### config.mk
export PLATFORM = sky130hd
export DESIGN_NAME = burst_col_gen
export DESIGN_NICKNAME = d
export VERILOG_FILES = /design/src/rtl/bcg_pkg.sv /design/src/rtl/bcg_ctrl.sv /design/src/rtl/bcg_map.sv /design/src/rtl/burst_col_gen.sv
export SDC_FILE = /design/constraint.sdc
export NUM_CORES = 1
export LEC_CHECK = 0
export ABC_AREA = 1
export CAP_MARGIN = 10
export CORE_ASPECT_RATIO = 1.2
export CORE_MARGIN = 2
export CORE_UTILIZATION = 43
export CTS_BUF_LIST = sky130_fd_sc_hd__clkbuf_4 sky130_fd_sc_hd__clkbuf_8
export CTS_CLUSTER_SIZE = 8
export DETAILED_ROUTE_END_ITERATION = 7
export PLACE_DENSITY = 0.66
export SLEW_MARGIN = 15
export SYNTH_ARGS = -nofsm -noshare
export SYNTH_HDL_FRONTEND = slang
export SYNTH_SLANG_ARGS = --single-unit
### constraint.sdc
create_clock -name clk -period 2.3 [get_ports clk]
set_clock_uncertainty 0.2 [all_clocks]
set_input_delay 0.23 -clock clk [delete_from_list [all_inputs] [get_ports clk]]
set_output_delay 0.23 -clock clk [all_outputs]
set_load 0.01 [all_outputs]
### src/rtl/bcg_pkg.sv
// Shared definitions for the burst column generator.
// Assumes a 3-bit length code: 0..3 are power-of-two lengths, 4..7 full page.
package bcg_pkg;

    localparam int BL_SEL_W = 3;

    typedef enum logic { ORD_SEQ = 1'b0, ORD_ILV = 1'b1 } burst_order_e;

    // True when the code asks for a full-page burst that the order permits
    function automatic logic is_full_page(input logic [BL_SEL_W-1:0] sel,
                                          input burst_order_e ord);
        return sel[BL_SEL_W-1] && (ord == ORD_SEQ);
    endfunction

    // log2 of the burst length for finite bursts; interleave full page folds to 8
    function automatic logic [1:0] span_log2(input logic [BL_SEL_W-1:0] sel);
        return sel[BL_SEL_W-1] ? 2'd3 : sel[1:0];
    endfunction

endpackage

### src/rtl/bcg_ctrl.sv
// Burst sequencing state: captures the settings on a start strobe, runs the
// burst counter and decides when the burst ends.
// Assumes COL_W columns per row; a full page spans all 2**COL_W columns.
module bcg_ctrl
    import bcg_pkg::*;
#(
    parameter int COL_W = 8
) (
    input  logic                clk,
    input  logic                rst_n,
    input  logic                go,
    input  logic                stop,
    input  logic [COL_W-1:0]    start_col,
    input  logic [BL_SEL_W-1:0] bl_sel,
    input  logic                ilv_in,
    output logic                active,
    output logic [COL_W-1:0]    cnt,
    output logic [COL_W-1:0]    base,
    output logic [COL_W-1:0]    mask,
    output burst_order_e        order,
    output logic                full
);

    localparam logic [COL_W-1:0] ALL_ONES = {COL_W{1'b1}};

    burst_order_e            ord_in;
    logic                    full_in;
    logic [COL_W-1:0]        mask_in;
    logic                    last_beat;

    // Decode the requested settings into a wrap mask and a full-page flag
    always_comb begin
        ord_in  = burst_order_e'(ilv_in);
        full_in = is_full_page(bl_sel, ord_in);
        mask_in = full_in ? ALL_ONES : ~(ALL_ONES << span_log2(bl_sel));
    end

    // Last beat of a finite burst: the counter has reached length minus one
    assign last_beat = !full && (cnt == mask);

    // Burst state register: start wins over stop, stop wins over counting
    always_ff @(posedge clk) begin
        if (!rst_n) begin
            active <= 1'b0;
            cnt    <= '0;
            base   <= '0;
            mask   <= '0;
            order  <= ORD_SEQ;
            full   <= 1'b0;
        end else if (go) begin
            active <= 1'b1;
            cnt    <= '0;
            base   <= start_col;
            mask   <= mask_in;
            order  <= ord_in;
            full   <= full_in;
        end else if (active) begin
            if (stop || last_beat) begin
                active <= 1'b0;
            end else begin
                cnt <= cnt + 1'b1;
            end
        end
    end

endmodule

### src/rtl/bcg_map.sv
// Column mapping: turns the captured base column and burst count into the
// address of the current beat in the selected order.
// Assumes mask has ones exactly over the bits that may change in the burst.
module bcg_map
    import bcg_pkg::*;
#(
    parameter int COL_W = 8
) (
    input  logic             active,
    input  logic [COL_W-1:0] cnt,
    input  logic [COL_W-1:0] base,
    input  logic [COL_W-1:0] mask,
    input  burst_order_e     order,
    output logic [COL_W-1:0] col
);

    logic [COL_W-1:0] seq_col;
    logic [COL_W-1:0] ilv_col;
    logic [COL_W-1:0] sum;

    // Sequential order: add within the masked bits, keep the block bits
    always_comb begin
        sum     = base + cnt;
        seq_col = (base & ~mask) | (sum & mask);
    end

    // Interleave order: flip the masked bits of the base by the count
    assign ilv_col = base ^ (cnt & mask);

    // Output select: idle forces zero
    always_comb begin
        if (!active)                col = '0;
        else if (order == ORD_ILV)  col = ilv_col;
        else                        col = seq_col;
    end

endmodule

### src/rtl/burst_col_gen.sv
// Top level of the burst column address generator. Control state lives in
// bcg_ctrl, address formation in bcg_map. Inputs are sampled on rising clk.
module burst_col_gen
    import bcg_pkg::*;
#(
    parameter int COL_W = 8
) (
    input  logic                clk,
    input  logic                rst_n,
    input  logic                burst_go,
    input  logic                burst_stop,
    input  logic [COL_W-1:0]    start_col,
    input  logic [BL_SEL_W-1:0] bl_sel,
    input  logic                ilv_mode,
    output logic [COL_W-1:0]    col_addr,
    output logic                burst_active
);

    logic [COL_W-1:0] cnt_q;
    logic [COL_W-1:0] base_q;
    logic [COL_W-1:0] mask_q;
    burst_order_e     order_q;
    logic             full_q;

    bcg_ctrl #(.COL_W(COL_W)) u_ctrl (
        .clk       (clk),
        .rst_n     (rst_n),
        .go        (burst_go),
        .stop      (burst_stop),
        .start_col (start_col),
        .bl_sel    (bl_sel),
        .ilv_in    (ilv_mode),
        .active    (burst_active),
        .cnt       (cnt_q),
        .base      (base_q),
        .mask      (mask_q),
        .order     (order_q),
        .full      (full_q)
    );

    bcg_map #(.COL_W(COL_W)) u_map (
        .active (burst_active),
        .cnt    (cnt_q),
        .base   (base_q),
        .mask   (mask_q),
        .order  (order_q),
        .col    (col_addr)
    );

endmodule

After elaboration in Yosys (flattened, before gate mapping)
Index checks and enable logic that the tools add are counted.

storage, ports and cells
  register bits = 27
  bits in latches = 0
  bits in writable memories = 0
  memory bits (read-only) = 0
  bits of input ports = 16
  output and inout bits = 9
  word-level logic and storage cells = 33
  memories kept = 0

cells by class
  add/subtract/negate cells = 2
  $mul = 0
  divide/modulo/power cells = 0
  magnitude comparators = 0
  equal/unequal tests = 1
  shift-type cells = 1
  mux-type cells = 7
  bitwise gates (word level) = 10
  reductions and logical operators = 6

operator list
  kind                                              count
  AND 8 bit                                         3
  two-way mux 8 bit                                 3
  inverter 8 bit                                    2
  adder 8 x 1 -> 8 bit (second input constant)      1
  adder 8 bit                                       1
  equality test 8 bit                               1
  OR 8 bit                                          1
  << shifter 8 x 2 -> 8 bit (first input constant)  1
  XOR 8 bit                                         1
  two-way mux 1 bit                                 3
  inverter 1 bit                                    3
  logical AND 1 bit                                 2
  two-way mux 2 bit                                 1
  AND reduction 2 bit                               1
  OR reduction 2 bit                                1
  logical NOT 1 bit                                 1
  logical OR 1 bit                                  1

Depth between registers and ports, before layout
Gate-level depths: netlist of the first run.

  depth after elaboration = 6
  mapped depth = 9

Hierarchy
From an unflattened synthesis of the first run, not the netlist that was laid out.

second synthesis, totals
  cell total of the unflattened synthesis = 261
  area total of the unflattened synthesis = 1,699.1 um^2

by module, submodules not included
  module    times used  cells each  area each (um^2)  seq. area each (um^2)
  bcg_ctrl  1           134         1,043.5           440.4
  bcg_map   1           127         655.6             0.0

Least setup slack after synthesis of the first run
OpenSTA, ideal clock, no wires.

  path type = reg-to-output
  start = reg u_ctrl.cnt[0]
  end = out col_addr[6]
  arrival = 1.546 ns
  required time = 1.870 ns
  setup slack = 0.324 ns
  stages on the path, launching flop included = 10
  path through = dfxtp_1 > ha_1 > fa_1 > nand3_1 > nand2_1 > nand2_1 > nand2_1 > nand2_1 > nand3_1 > a21oi_1

on the way
  word-level cells in the longest chain between the ends = 5

RTL lines
  element                 line                 text
  start, declared         bcg_ctrl.sv:17       output logic [COL_W-1:0] cnt,
  start signal, assigned  bcg_ctrl.sv:61       cnt <= cnt + 1'b1;
  adder 8 bit             bcg_map.sv:23        sum = base + cnt;
  AND 8 bit               bcg_map.sv:24        seq_col = (base & ~mask) | (sum & mask);
  OR 8 bit                bcg_map.sv:24
  two-way mux 8 bit       bcg_map.sv:33        else if (order == ORD_ILV) col = ilv_col;
  two-way mux 8 bit       bcg_map.sv:32        if (!active) col = '0;
  end, declared           burst_col_gen.sv:15  output logic [COL_W-1:0] col_addr,

Every way passes these cells.

Worst setup path after layout of the first run
Ends and elaborated chain as after synthesis.

==> key figures, run 1 <==
Power and ir drop
  – Total power: 0.972 mW
  – Power dissipated by switching net loads: 0.246 mW
  – Total power density per cell area: 443 nW/um2
  – Clock network fraction of total power: 0.377
  – Switching power share of the total: 0.253
  – Comb power frac: 0.194
  – Register share of total power: 0.429
  – Max VDD drop: 0.253 mV
  – Internal power: 0.726 mW
  – Static leakage: 1.07 nW

Placed design
  – Quantity of I/O buffers inserted on ports: 24
  – Detailed placer's ending HPWL: 3220 um
  – Post-detailed-placement cell area: 2070 um2
  – Placed cell count: 314
  – Setup Slack @ Placement: -0.176 ns
  – Weighted congestion at the end of routability-driven global placement: 0.907

GRT
  – Antenna violations before repair: 0
  – Global-route wire length before repair: 6750 um
  – GRT overflow: 0
  – Number of global-route vias before repair: 1468
  – Pin count of the biggest net entering global routing: 14
  – GRT Overall Usage: 0.208

Setup path
  – Crit end category: primary output
  – Type of the worst setup path: reg2out
  – Data arrival time of the worst path: 1.83 ns
  – Data required time of the critical path: 1.87 ns
  – Origin of the critical flop-to-flop path: u_ctrl.mask[6]
  – Crit path launch: u_ctrl.cnt[0]
  – Worst Path Max Fanout: 2
  – Element type at the critical path start: register

Floorplanning
  – Starting density of the core: 0.444
  – Die extent in x: 59.7 um
  – Area inside the core boundary: 3600 um2
  – Number of top-level pins: 25
  – Total number of placement rows: 24
  – Die outline area: 4230 um2
  – Die Y-Extent: 70.8 um

Clock network
  – Count of H-tree levels built during CTS: 1
  – Clk sink count: 22
  – TritonCTS buffer count: 3
  – Clock transition at the registers of the reported paths: 0.09 ns
  – Number of buffers on the longest clock path: 2
  – CTS tree: yes
  – Clock root buffer: sky130_fd_sc_hd__clkbuf_8
  – Worst skew pair latency: 0.27 ns

STA
  – Max transition margin: 0.672
  – Actual slew at the worst max-slew pin: 0.492 ns
  – Setup total negative slack: 0 ns
  – Unrepaired setup endpoints after global routing: true
  – Highest attainable clock frequency: 443 MHz
  – Worst hold slack: 0.305 ns
  – Setup slack after layout: 0.0417 ns
  – Period utilization: 0.982
  – Final min period: 2.26 ns
  – Number of max-slew violations in the final report: 0
  – Number of failing setup endpoints in the final timing report: 0
  – Final count of hold timing violations: 0

Routing
  – Vias per Instance: 5.18
  – Detailed router's first-iteration violation count: 60
  – Number of routed nets with antenna violations: 0
  – Total number of vias: 1651
  – Mean routed wirelength per cell: 13.0 um
  – Number of DRC violations after detailed routing: 0
  – Final Routed Wirelength: 4130 um
  – Total iterations of the first detailed-routing run: 4

Cells and area
  – Layout overhead on the synthesized area: 37.1%
  – Share of layout cells above drive strength 1: 0.243
  – Final standard cell count with taps included and fillers excluded: 319
  – Final non-filler cell area: 2190 um2
  – Net count reported at finish: 314
  – Antenna diode count: 0
  – Utilization of the core after routing: 0.609

Synth
  – Number of synthesized register bits: 22
  – Share of synthesized flip-flops with an asynchronous set or reset: 0
  – Number of standard cells after synthesis: 228
  – Simple-gate portion of the synthesized area: 0.278
  – Synthesis Warnings: 0
  – Nets in the synthesized netlist: 261
  – Synthesized-area fraction occupied by ao, oa, aoi and oai cells: 0.167
  – Share of synthesized cell area in full adder, half adder and majority cells: 0.138
  – Xor/xnor share of the synthesized area: 0.0657
  – Mean post-synth cell area: 7.02 um2
  – Number of distinct library cells after synthesis: 26
  – Number of synthesized flops with an enable pin: 0
  – Part of the Yosys area used for sequential elements: 0.275
  – Main combinational cell family by area after synthesis: simple AND/OR/NAND/NOR gates
  – Multiplexer share of the synthesized area: 0
  – Most common flop cell mapped by yosys: sky130_fd_sc_hd__dfxtp_1
  – Synthesized area: 1600 um2

Status
  – Result of the run: finished, final reports clean

Hold path
  – Startpoint of the worst hold path: start_col[7]
  – Class of the tightest hold or removal check: in2reg

Run
  – MaxCap Viol Count: 0
## path summary, 6_finish.rpt
| check | end | slack [ns] | cells after the start |
|---|---|---|---|
| setup / recovery | col_addr[6] | 0.04 | 10 |
| hold / removal | u_ctrl.base[7] | 0.31 | 3 |
| setup reg to reg | u_ctrl.cnt[6] | 0.26 | 9 |
| hold reg to reg | u_ctrl.base[7] | 0.31 | 2 |
## cells in the mapped netlist, types with 4 or more instances
| cell type | number | area share |
|---|---|---|
| sky130_fd_sc_hd__xnor2_1 | 4 | 0.022 |
| sky130_fd_sc_hd__dfxtp_1 | 22 | 0.28 |
| sky130_fd_sc_hd__nor2_1 | 15 | 0.035 |
| sky130_fd_sc_hd__a21oi_1 | 21 | 0.066 |
| sky130_fd_sc_hd__xor2_1 | 8 | 0.044 |
| sky130_fd_sc_hd__a21oi_2 | 5 | 0.027 |
| sky130_fd_sc_hd__nand3_1 | 21 | 0.066 |
| sky130_fd_sc_hd__inv_1 | 25 | 0.059 |
| sky130_fd_sc_hd__nand2_1 | 55 | 0.13 |
| sky130_fd_sc_hd__o21ai_0 | 9 | 0.028 |
| sky130_fd_sc_hd__ha_1 | 16 | 0.13 |
## worst max-delay path, stage by stage (launching register included)
cell and delay (ns):
sky130_fd_sc_hd__dfxtp_2 0.34, sky130_fd_sc_hd__ha_4 0.16, sky130_fd_sc_hd__fa_2 0.37, sky130_fd_sc_hd__nand3_2 0.11
sky130_fd_sc_hd__nand2_2 0.06, sky130_fd_sc_hd__nand2_2 0.07, sky130_fd_sc_hd__nand2_1 0.05, sky130_fd_sc_hd__nand2_1 0.06
sky130_fd_sc_hd__nand3_1 0.06, sky130_fd_sc_hd__a21oi_1 0.13, sky130_fd_sc_hd__buf_2 0.14
## registers in the layout (all words and copies together) (netlist names)
| name | flops |
|---|---|
| u_ctrl.order | 1 |
| u_ctrl.base | 8 |
| u_ctrl.active | 1 |
| u_ctrl.mask | 4 |
| u_ctrl.cnt | 8 |
## area by class of cell
cell class / instances / area (um2)
clock buffers: 3 / 41.3
clock inverters: 1 / 30.0
fillers: 348 / 1410
inverters: 25 / 93.8
multi-input cells: 176 / 1100
flip-flops and latches: 22 / 444
well taps: 39 / 48.8
repair buffers: 53 / 433
## cell usage in the layout, fill, tap and decap left out, types with 3 or more instances in the layout
cell	synthesis	final
sky130_fd_sc_hd__nand2_2	0	4
sky130_fd_sc_hd__dfxtp_2	0	3
sky130_fd_sc_hd__inv_1	25	25
sky130_fd_sc_hd__nand2_1	55	51
sky130_fd_sc_hd__xnor2_1	4	4
sky130_fd_sc_hd__buf_2	3	4
sky130_fd_sc_hd__nor3_1	3	3
sky130_fd_sc_hd__clkdlybuf4s50_1	0	16
sky130_fd_sc_hd__xor2_1	8	8
sky130_fd_sc_hd__o21ai_1	3	3
sky130_fd_sc_hd__dfxtp_1	22	19
sky130_fd_sc_hd__o21ai_0	9	9
sky130_fd_sc_hd__a21oi_2	5	8
sky130_fd_sc_hd__clkbuf_8	0	3
sky130_fd_sc_hd__a21oi_1	21	18
sky130_fd_sc_hd__nand3_1	21	19
sky130_fd_sc_hd__ha_1	16	14
sky130_fd_sc_hd__nor2_1	15	14
sky130_fd_sc_hd__buf_4	0	29
## power by group through the flow
stage	registers [mW]	logic, mW	clock network [mW]
after floorplan	0.421	0.0943	0
after global placement	0.424	0.186	0
after detailed placement	0.424	0.187	0
after CTS	0.415	0.186	0.369
after global routing	0.420	0.211	0.381
final	0.417	0.189	0.367
## metal layers
| layer | wire (um) | up-vias | global-route usage |
|---|---|---|---|
| met1 | 1810 | 752 | 0.262 |
| li1 | - | 862 | - |
| met3 | 84 | 10 | 0.0311 |
| met4 | 129 | 0 | 0.0840 |
| met2 | 2100 | 27 | 0.349 |
| met5 | 0 | - | 0 |
## what timing repair did
action,4_1_cts,5_1_grt
setup endpoints to repair,8,7
resized for setup,28,15
buffers inserted,0,1
pin swaps,2,7
hold buffers,0,0
hold endpoints to repair,0,0
## cell families after synthesis
group                      count (synthesis)
buffers and inverters                     30
DFF                                       22
adders and majority gates                 17
xor gates and xnor gates                  12
AOI/OAI and AO/OA                         45
and+or+nand+nor                          102
Note: power is estimated with default switching activity, not from simulation.
==> inputs of run 2 (changes only) <==
--- a/config.mk
+++ b/config.mk
@@ -14,7 +14,7 @@
 export CTS_CLUSTER_SIZE = 8
 export DETAILED_ROUTE_END_ITERATION = 7
 export PLACE_DENSITY = 0.66
-export SLEW_MARGIN = 15
+export SLEW_MARGIN = 20
 export SYNTH_ARGS = -nofsm -noshare
 export SYNTH_HDL_FRONTEND = slang
 export SYNTH_SLANG_ARGS = --single-unit
==> results of run 2 <==
Final layout, timing and power as in run 1 (identical DEF).
